**src/rtl/rxc_pkg.sv**
```systemverilog
package rxc_pkg;
   typedef enum logic {
      EVT_ALL_FRAMES = 1'b0,
      EVT_CRC_FAIL   = 1'b1
   } evt_kind_e;
endpackage

```
**src/rtl/rxc_qualify.sv**
```systemverilog
module rxc_qualify
   import rxc_pkg::*;
(
   input  logic clk,
   input  logic rst_n,
   input  logic frame_end,
   input  logic crc_bad,
   input  logic cnt_type,
   output logic evt
);
   logic      strobe_prev_q;
   logic      strobe_rise;
   evt_kind_e kind;

   assign kind        = evt_kind_e'(cnt_type);
   assign strobe_rise = frame_end & ~strobe_prev_q;

   always_ff @(posedge clk or negedge rst_n) begin
      if (!rst_n) strobe_prev_q <= 1'b0;
      else        strobe_prev_q <= frame_end;
   end

   always_comb begin
      unique case (kind)
         EVT_CRC_FAIL:   evt = strobe_rise & crc_bad;
         default:        evt = strobe_rise;
      endcase
   end
endmodule

```
**src/rtl/rxc_accum.sv**
```systemverilog
module rxc_accum #(
   parameter int CNT_W = 32
) (
   input  logic             clk,
   input  logic             rst_n,
   input  logic             evt,
   input  logic             clr,
   output logic [CNT_W-1:0] count_q
);
   localparam logic [CNT_W-1:0] CNT_MAX = {CNT_W{1'b1}};
   localparam logic [CNT_W-1:0] CNT_ONE = {{(CNT_W-1){1'b0}}, 1'b1};

   logic at_max;
   assign at_max = (count_q == CNT_MAX);

   always_ff @(posedge clk or negedge rst_n) begin
      if (!rst_n)                count_q <= '0;
      else if (clr)              count_q <= '0;
      else if (evt && !at_max)   count_q <= count_q + CNT_ONE;
   end
endmodule

```
**src/rtl/rxc_window.sv**
```systemverilog
module rxc_window #(
   parameter int CNT_W = 32,
   parameter int WIN_W = 16
) (
   input  logic [CNT_W-1:0] count,
   input  logic             hi_sel,
   output logic [WIN_W-1:0] rd_data
);
   localparam int NUM_WIN = CNT_W / WIN_W;

   logic [WIN_W-1:0] part [NUM_WIN];

   for (genvar g = 0; g < NUM_WIN; g++) begin : g_part
      assign part[g] = count[g*WIN_W +: WIN_W];
   end

   assign rd_data = part[hi_sel];
endmodule

```
**src/rtl/rx_evt_counter.sv**
```systemverilog
module rx_evt_counter #(
   parameter int CNT_W = 32,
   parameter int WIN_W = 16
) (
   input  logic             clk,
   input  logic             rst_n,
   input  logic             frame_end,
   input  logic             crc_bad,
   input  logic             cnt_type,
   input  logic             clr_req,
   input  logic             hi_sel,
   output logic [WIN_W-1:0] rd_data
);
   if (WIN_W < 1) begin : g_bad_win
      $error("rx_evt_counter: WIN_W must be at least 1");
   end
   if (CNT_W != 2 * WIN_W) begin : g_bad_ratio
      $error("rx_evt_counter: CNT_W must be twice WIN_W");
   end

   logic             evt;
   logic [CNT_W-1:0] count_q;

   rxc_qualify u_qual (
      .clk       (clk),
      .rst_n     (rst_n),
      .frame_end (frame_end),
      .crc_bad   (crc_bad),
      .cnt_type  (cnt_type),
      .evt       (evt)
   );

   rxc_accum #(.CNT_W(CNT_W)) u_acc (
      .clk     (clk),
      .rst_n   (rst_n),
      .evt     (evt),
      .clr     (clr_req),
      .count_q (count_q)
   );

   rxc_window #(.CNT_W(CNT_W), .WIN_W(WIN_W)) u_win (
      .count   (count_q),
      .hi_sel  (hi_sel),
      .rd_data (rd_data)
   );
endmodule

```
**config.mk**
```make
export PLATFORM = sky130hd
export DESIGN_NAME = rx_evt_counter
export DESIGN_NICKNAME = d
export VERILOG_FILES = /design/src/rtl/rxc_pkg.sv /design/src/rtl/rxc_qualify.sv /design/src/rtl/rxc_accum.sv /design/src/rtl/rxc_window.sv /design/src/rtl/rx_evt_counter.sv
export SDC_FILE = /design/constraint.sdc
export NUM_CORES = 1
export LEC_CHECK = 0
export BUFFER_PORTS_ARGS = -buffer_cell sky130_fd_sc_hd__buf_2
export CAP_MARGIN = 20
export CORE_MARGIN = 10
export CORE_UTILIZATION = 59
export DETAILED_ROUTE_END_ITERATION = 16
export PLACE_DENSITY = 0.85
export SKIP_CTS_REPAIR_TIMING = 1
export SLEW_MARGIN = 20
export SYNTH_ARGS = -nofsm -noshare
export SYNTH_HDL_FRONTEND = slang
export SYNTH_SLANG_ARGS = --single-unit
```
**constraint.sdc**
```tcl
create_clock -name clk -period 2.7 [get_ports clk]
set_input_delay 0.405 -clock clk [delete_from_list [all_inputs] [get_ports clk]]
set_output_delay 0.405 -clock clk [all_outputs]
set_load 0.01 [all_outputs]
```
After elaboration in Yosys (flattened, before gate mapping)
Index checks and enable logic that the tools add are counted.
- add/sub/neg operators: 1
- order comparisons: 1
- equality and inequality tests: 1
- muxes and demuxes: 6
- bitwise logic cells: 4
- reductions and logical operators: 3
- operators by type and width (operator ; number):
    2-to-1 mux 32 bit ; 2
    2-to-1 mux 16 bit ; 3
    adder 32 x 1 -> 32 bit, second input constant ; 1
    == test 32 bit, second input constant ; 1
    AND 1 bit ; 2
    >= comparator 2 bit, second input constant ; 1
    inverter 1 -> 2 bit ; 1
    nonzero test 2 bit ; 1
    logical AND 1 bit ; 1
    zero test 1 bit ; 1
    2-to-1 mux 1 bit ; 1
    inverter 1 bit ; 1
- bits in registers: 33
- bits of input ports: 7
- output and inout port bits: 16
- logic and storage cells: 18

Logic depth before layout (Yosys ltp)
- depth after elaboration: 7
- mapped depth: 7
- mapped depth without buffers: 6

By module
Synthesis repeated with hierarchy kept, for this count alone.
- cell total of the unflattened synthesis: 212
- area, all modules: 2143.3 µm²
- modules (own cells, without submodules) (module ; instances ; cells each ; area an instance (µm²) ; seq. area each (µm²)):
    rxc_accum ; 1 ; 191 ; 1843.0 ; 800.8
    rxc_window ; 1 ; 18 ; 249.0 ; 0.0
    rxc_qualify ; 1 ; 3 ; 51.3 ; 25.0

Least setup slack after synthesis
OpenSTA, ideal clock, no wires.
- path type: flip-flop to flip-flop
- start: register u_acc.count_q[0]
- end: register u_acc.count_q[18]
- library setup time: 0.078 ns
- arrival: 1.903 ns
- required time: 2.622 ns
- setup slack: 0.719 ns
- stages on the path, launching flop included: 7
- path buffers: 0
- clock period less this slack: 1.981 ns
- cell sequence: dfrtp_1 > ha_1 > nand2_1 > or3_1 > or4_1 > or3_1 > a21oi_1
- cells in the longest elaborated chain, start to end: 4
- elaborated cells on any way between the ends: 7
- classes of those cells: add/sub (1); eq/ne (1); mux (2); reduce/logical (3)
- RTL lines (item ; line ; source):
    from (decl) ; rxc_accum.sv:8 ; output logic [CNT_W-1:0] count_q
    from (signal assigned) ; rxc_accum.sv:19 ; else if (evt && !at_max) count_q <= count_q + CNT_ONE;
    parallel branches: the longest is 4 deep, another holds adder 32 x 1 -> 32 bit ; - ;
Several ways; the timed one is not identified. The select of a mux whose other input is x is not followed.
A chain may end at the register's enable or synchronous reset.

Worst setup path in the final report
- start: register u_acc.count_q[3]
- end: register u_acc.count_q[22]
Same word-level chain as after synthesis.

==> impl_metrics.env <==
export IMPL_run_status="finished clean"
export IMPL_slew_headroom_pct=51.6
export IMPL_synthDominantAreaCellType="sky130_fd_sc_hd__dfrtp_1"
export IMPL_cts_reportedPaths_clkPinSlew_ps=70
export IMPL_hold_class="in -> async"
export IMPL_ys_flop_type="sky130_fd_sc_hd__dfrtp_1"
export IMPL_crit_start="u_acc.count_q[3]"
export IMPL_worst_endpoint_arrival_ps=2520
export IMPL_postSynthAreaPerCell_um2=9.76
export IMPL_critical_path_required_ps=2920
export IMPL_critical_path_max_fanout=12
export IMPL_setup_worst_path_end="u_acc.count_q[22]"
export IMPL_main_combinational_cell_family_by_area_after_synthesis="simple AND/OR/NAND/NOR gates"
export IMPL_timing_worst_setup_path_type="reg -> reg"
export IMPL_synthSimpleGateAreaFrac_pct=30.3
export IMPL_final_util_pct=66.6
export IMPL_yosys_area_top_type_share_pct=37.0
export IMPL_detailed_place_hpwl_mm=3.64
export IMPL_final_layout_size_suffix_gt1_share_pct=28.4
export IMPL_grt_start_max_net_pins=34
export IMPL_clock_skew_final_ps=10.3
export IMPL_timing_worst_slew_pin_value_ps=725
export IMPL_finalSetupTns_ps=0
export IMPL_cp_buffers_inverters=0
export IMPL_drt_first_pass_iters=5
export IMPL_placed_area_mm2=0.00234
export IMPL_ys_async_sr_fraction_pct=100
export IMPL_antenna_violations_before_repair=0
export IMPL_min_period_over_period_pct=85.1
export IMPL_fin_worst_hold_slack_ps=170
export IMPL_floorplan_io_pins=23
export IMPL_numClockSinks=33
export IMPL_post_synth_xor_xnor_area_pct=0.784
export IMPL_floorplan_core_area_mm2=0.00366
export IMPL_worst_path_dominant_cell_family="simple AND/OR/NAND/NOR gates"
export IMPL_wire_per_inst_um=16.9
export IMPL_htreeDepth=2
export IMPL_postRouteWirelength_mm=5.03
export IMPL_antennaDiodeCount=0
export IMPL_synth_yosys_warnings=0
export IMPL_synthAdderAreaFrac_pct=0.560
export IMPL_timing_final_ws_setup_ps=404
export IMPL_worst_case_reg_to_reg_path_depth=5
export IMPL_drc_errors=0
export IMPL_detailroute_wirelength_met2_mm=2.42
export IMPL_numPortBuffers=22
export IMPL_via_count_of_the_first_global_routing_pass=1785
export IMPL_worstPathCellList="and4_1 > and3_2 > nand2_1 > or4_2 > a21oi_1"
export IMPL_power_density_mw_per_mm2=395
export IMPL_first_pass_grt_wire_length_mm=8.38
export IMPL_syn_instance_count=229
export IMPL_maxSlewViolCount=0
export IMPL_drt_met1_wl_mm=2.24
export IMPL_synth_top_cells_by_area="sky130_fd_sc_hd__dfrtp_1 (37%), sky130_fd_sc_hd__mux2_2 (8.6%), sky130_fd_sc_hd__a21oi_1 (3.8%), sky130_fd_sc_hd__o31ai_1 (3.0%), sky130_fd_sc_hd__or4_1 (3.0%)"
export IMPL_syn_num_nets=237
export IMPL_fin_crit_ps=2300
export IMPL_routed_via_density=6.20
export IMPL_clock_root_buffer="sky130_fd_sc_hd__clkbuf_8"
export IMPL_synth_commonest_cells="sky130_fd_sc_hd__dfrtp_1 (33), sky130_fd_sc_hd__a21oi_1 (17), sky130_fd_sc_hd__mux2_2 (17)"
export IMPL_final_design_area_no_fill_mm2=0.00244
export IMPL_dr_wl_met3_um=296
export IMPL_critical_path_reg2reg_startpoint="u_acc.count_q[3]"
export IMPL_top_signal_layer_used="met4"
export IMPL_rsz0062_at_grt="no"
export IMPL_critical_path_startpoint_type="flip-flop"
export IMPL_drtIter0Drc=110
export IMPL_rrSetupSlack_ps=400
export IMPL_synthDistinctLibCells=48
export IMPL_ant_nets=0
export IMPL_grt_overflow_total=0
export IMPL_rows=22
export IMPL_globalplace_congestion=0.916
export IMPL_global_route_usage_total_pct=16.1
export IMPL_maxCapViolCount=0
export IMPL_die_width_um=81.5
export IMPL_synth_most_common_cell="sky130_fd_sc_hd__dfrtp_1"
export IMPL_chipHeight_um=81.5
export IMPL_clock_path_buffers=2
export IMPL_worstSetupPathDepth=5
export IMPL_floorplan_initialDensity_pct=61.0
export IMPL_yosys_register_bits=33
export IMPL_yosys_mux_area_fraction_pct=13.5
export IMPL_synth_edf_count=0
export IMPL_ir_worst_vdd_mv=0.346
export IMPL_syn_to_final_growth_pct=9.18
export IMPL_die_area_mm2=0.00665
export IMPL_tritoncts_num_buffers=5
export IMPL_max_stage_delay_ps=680
export IMPL_synth_yosys_seq_area_share_pct=37.0
export IMPL_count_of_final_setup_violators=0
export IMPL_nNetsFinal=257
export IMPL_clock_latency_ps=290
export IMPL_max_freq_ghz=0.435
export IMPL_via_count=1849
export IMPL_cp_slowest_cell="sky130_fd_sc_hd__or4_2"
export IMPL_pre_cts_slack_ps=411
export IMPL_final_hold_fails=0
export IMPL_synth_compound_gate_area_share_pct=13.9
export IMPL_worstSetupEndpointType="flip-flop"
export IMPL_crit_reg2reg_capture="u_acc.count_q[22]"
export IMPL_static_leakage_power_nw=1.09
export IMPL_mappedNetlistArea_mm2=0.00223
export IMPL_cts_tree="yes"
==> metrics by stage <==
step / power [mW] / instances
floorplan: 0.538 / 229
global placement: 0.559 / 290
detailed placement: 0.560 / 290
CTS: 0.974 / 298
global route: 1.00 / 298
finish: 0.964 / 298
==> metal layers <==
metal,GRT usage (%),vias to the layer above
met3,4.69,8
met4,5.36,0
met5,0,-
met2,26.9,40
li1,-,904
met1,19.4,897
==> layout by cell type, fill, tap and decap left out, types with 2 or more instances in the layout <==
| master | n |
|---|---|
| sky130_fd_sc_hd__o31ai_1 | 9 |
| sky130_fd_sc_hd__mux2_2 | 17 |
| sky130_fd_sc_hd__and4_1 | 3 |
| sky130_fd_sc_hd__a31oi_1 | 2 |
| sky130_fd_sc_hd__mux2_1 | 5 |
| sky130_fd_sc_hd__nand4_1 | 2 |
| sky130_fd_sc_hd__clkbuf_8 | 7 |
| sky130_fd_sc_hd__a211oi_1 | 6 |
| sky130_fd_sc_hd__dfrtp_1 | 33 |
| sky130_fd_sc_hd__mux2_4 | 3 |
| sky130_fd_sc_hd__or4_1 | 9 |
| sky130_fd_sc_hd__nand2b_1 | 3 |
| sky130_fd_sc_hd__buf_2 | 22 |
| sky130_fd_sc_hd__nor3_1 | 7 |
| sky130_fd_sc_hd__or3_1 | 9 |
| sky130_fd_sc_hd__nand2_1 | 14 |
| sky130_fd_sc_hd__xnor2_1 | 2 |
| sky130_fd_sc_hd__nor2b_1 | 8 |
| sky130_fd_sc_hd__a21oi_1 | 17 |
| sky130_fd_sc_hd__and3_2 | 3 |
| sky130_fd_sc_hd__nor2_1 | 16 |
| sky130_fd_sc_hd__inv_1 | 4 |
| sky130_fd_sc_hd__nand3_1 | 13 |
| sky130_fd_sc_hd__and3_1 | 4 |
| sky130_fd_sc_hd__o21ai_0 | 9 |
==> cell families after synthesis <==
family / Yosys count
and+or+nand+nor: 105
adders and majority gates: 1
xor gates and xnor gates: 2
DFF: 33
buffers and inverters: 14
muxes: 26
AOI/OAI and AO/OA: 48
==> how the worst min path moves through the flow <==
stage	startpoint	end	slack, ps	cells past startpoint
3_5_place_dp	rst_n	u_acc.count_q[12]	510	1
4_1_cts	rst_n	u_acc.count_q[30]	190	1
3_3_place_gp	rst_n	u_acc.count_q[27]	510	1
5_1_grt	rst_n	u_acc.count_q[30]	220	1
6_report	rst_n	u_acc.count_q[22]	170	1
2_1_floorplan	rst_n	u_acc.count_q[0]	110	0
==> sequential cells by signal (all words and copies together), names as in the netlist <==
register	count
u_acc.count_q	32
u_qual.strobe_prev_q	1
==> where the power goes <==
group | total, mW | internal, mW | switching (mW)
Clock | 0.414 | 0.230 | 0.183
Combinational | 0.0515 | 0.0178 | 0.0337
Sequential | 0.499 | 0.496 | 0.00216
Total | 0.964 | 0.745 | 0.219
==> cell type report <==
| cell class | count | area, um^2 |
|---|---|---|
| clock buffers | 7 | 96.3 |
| clock inverters | 1 | 5.00 |
| fillers | 316 | 1220 |
| inverters | 4 | 15.0 |
| multi-input cells | 182 | 1320 |
| flip-flops and latches | 33 | 826 |
| well taps | 48 | 60.1 |
| repair buffers | 23 | 118 |
No activity file was read; power rests on OpenSTA's default activity.
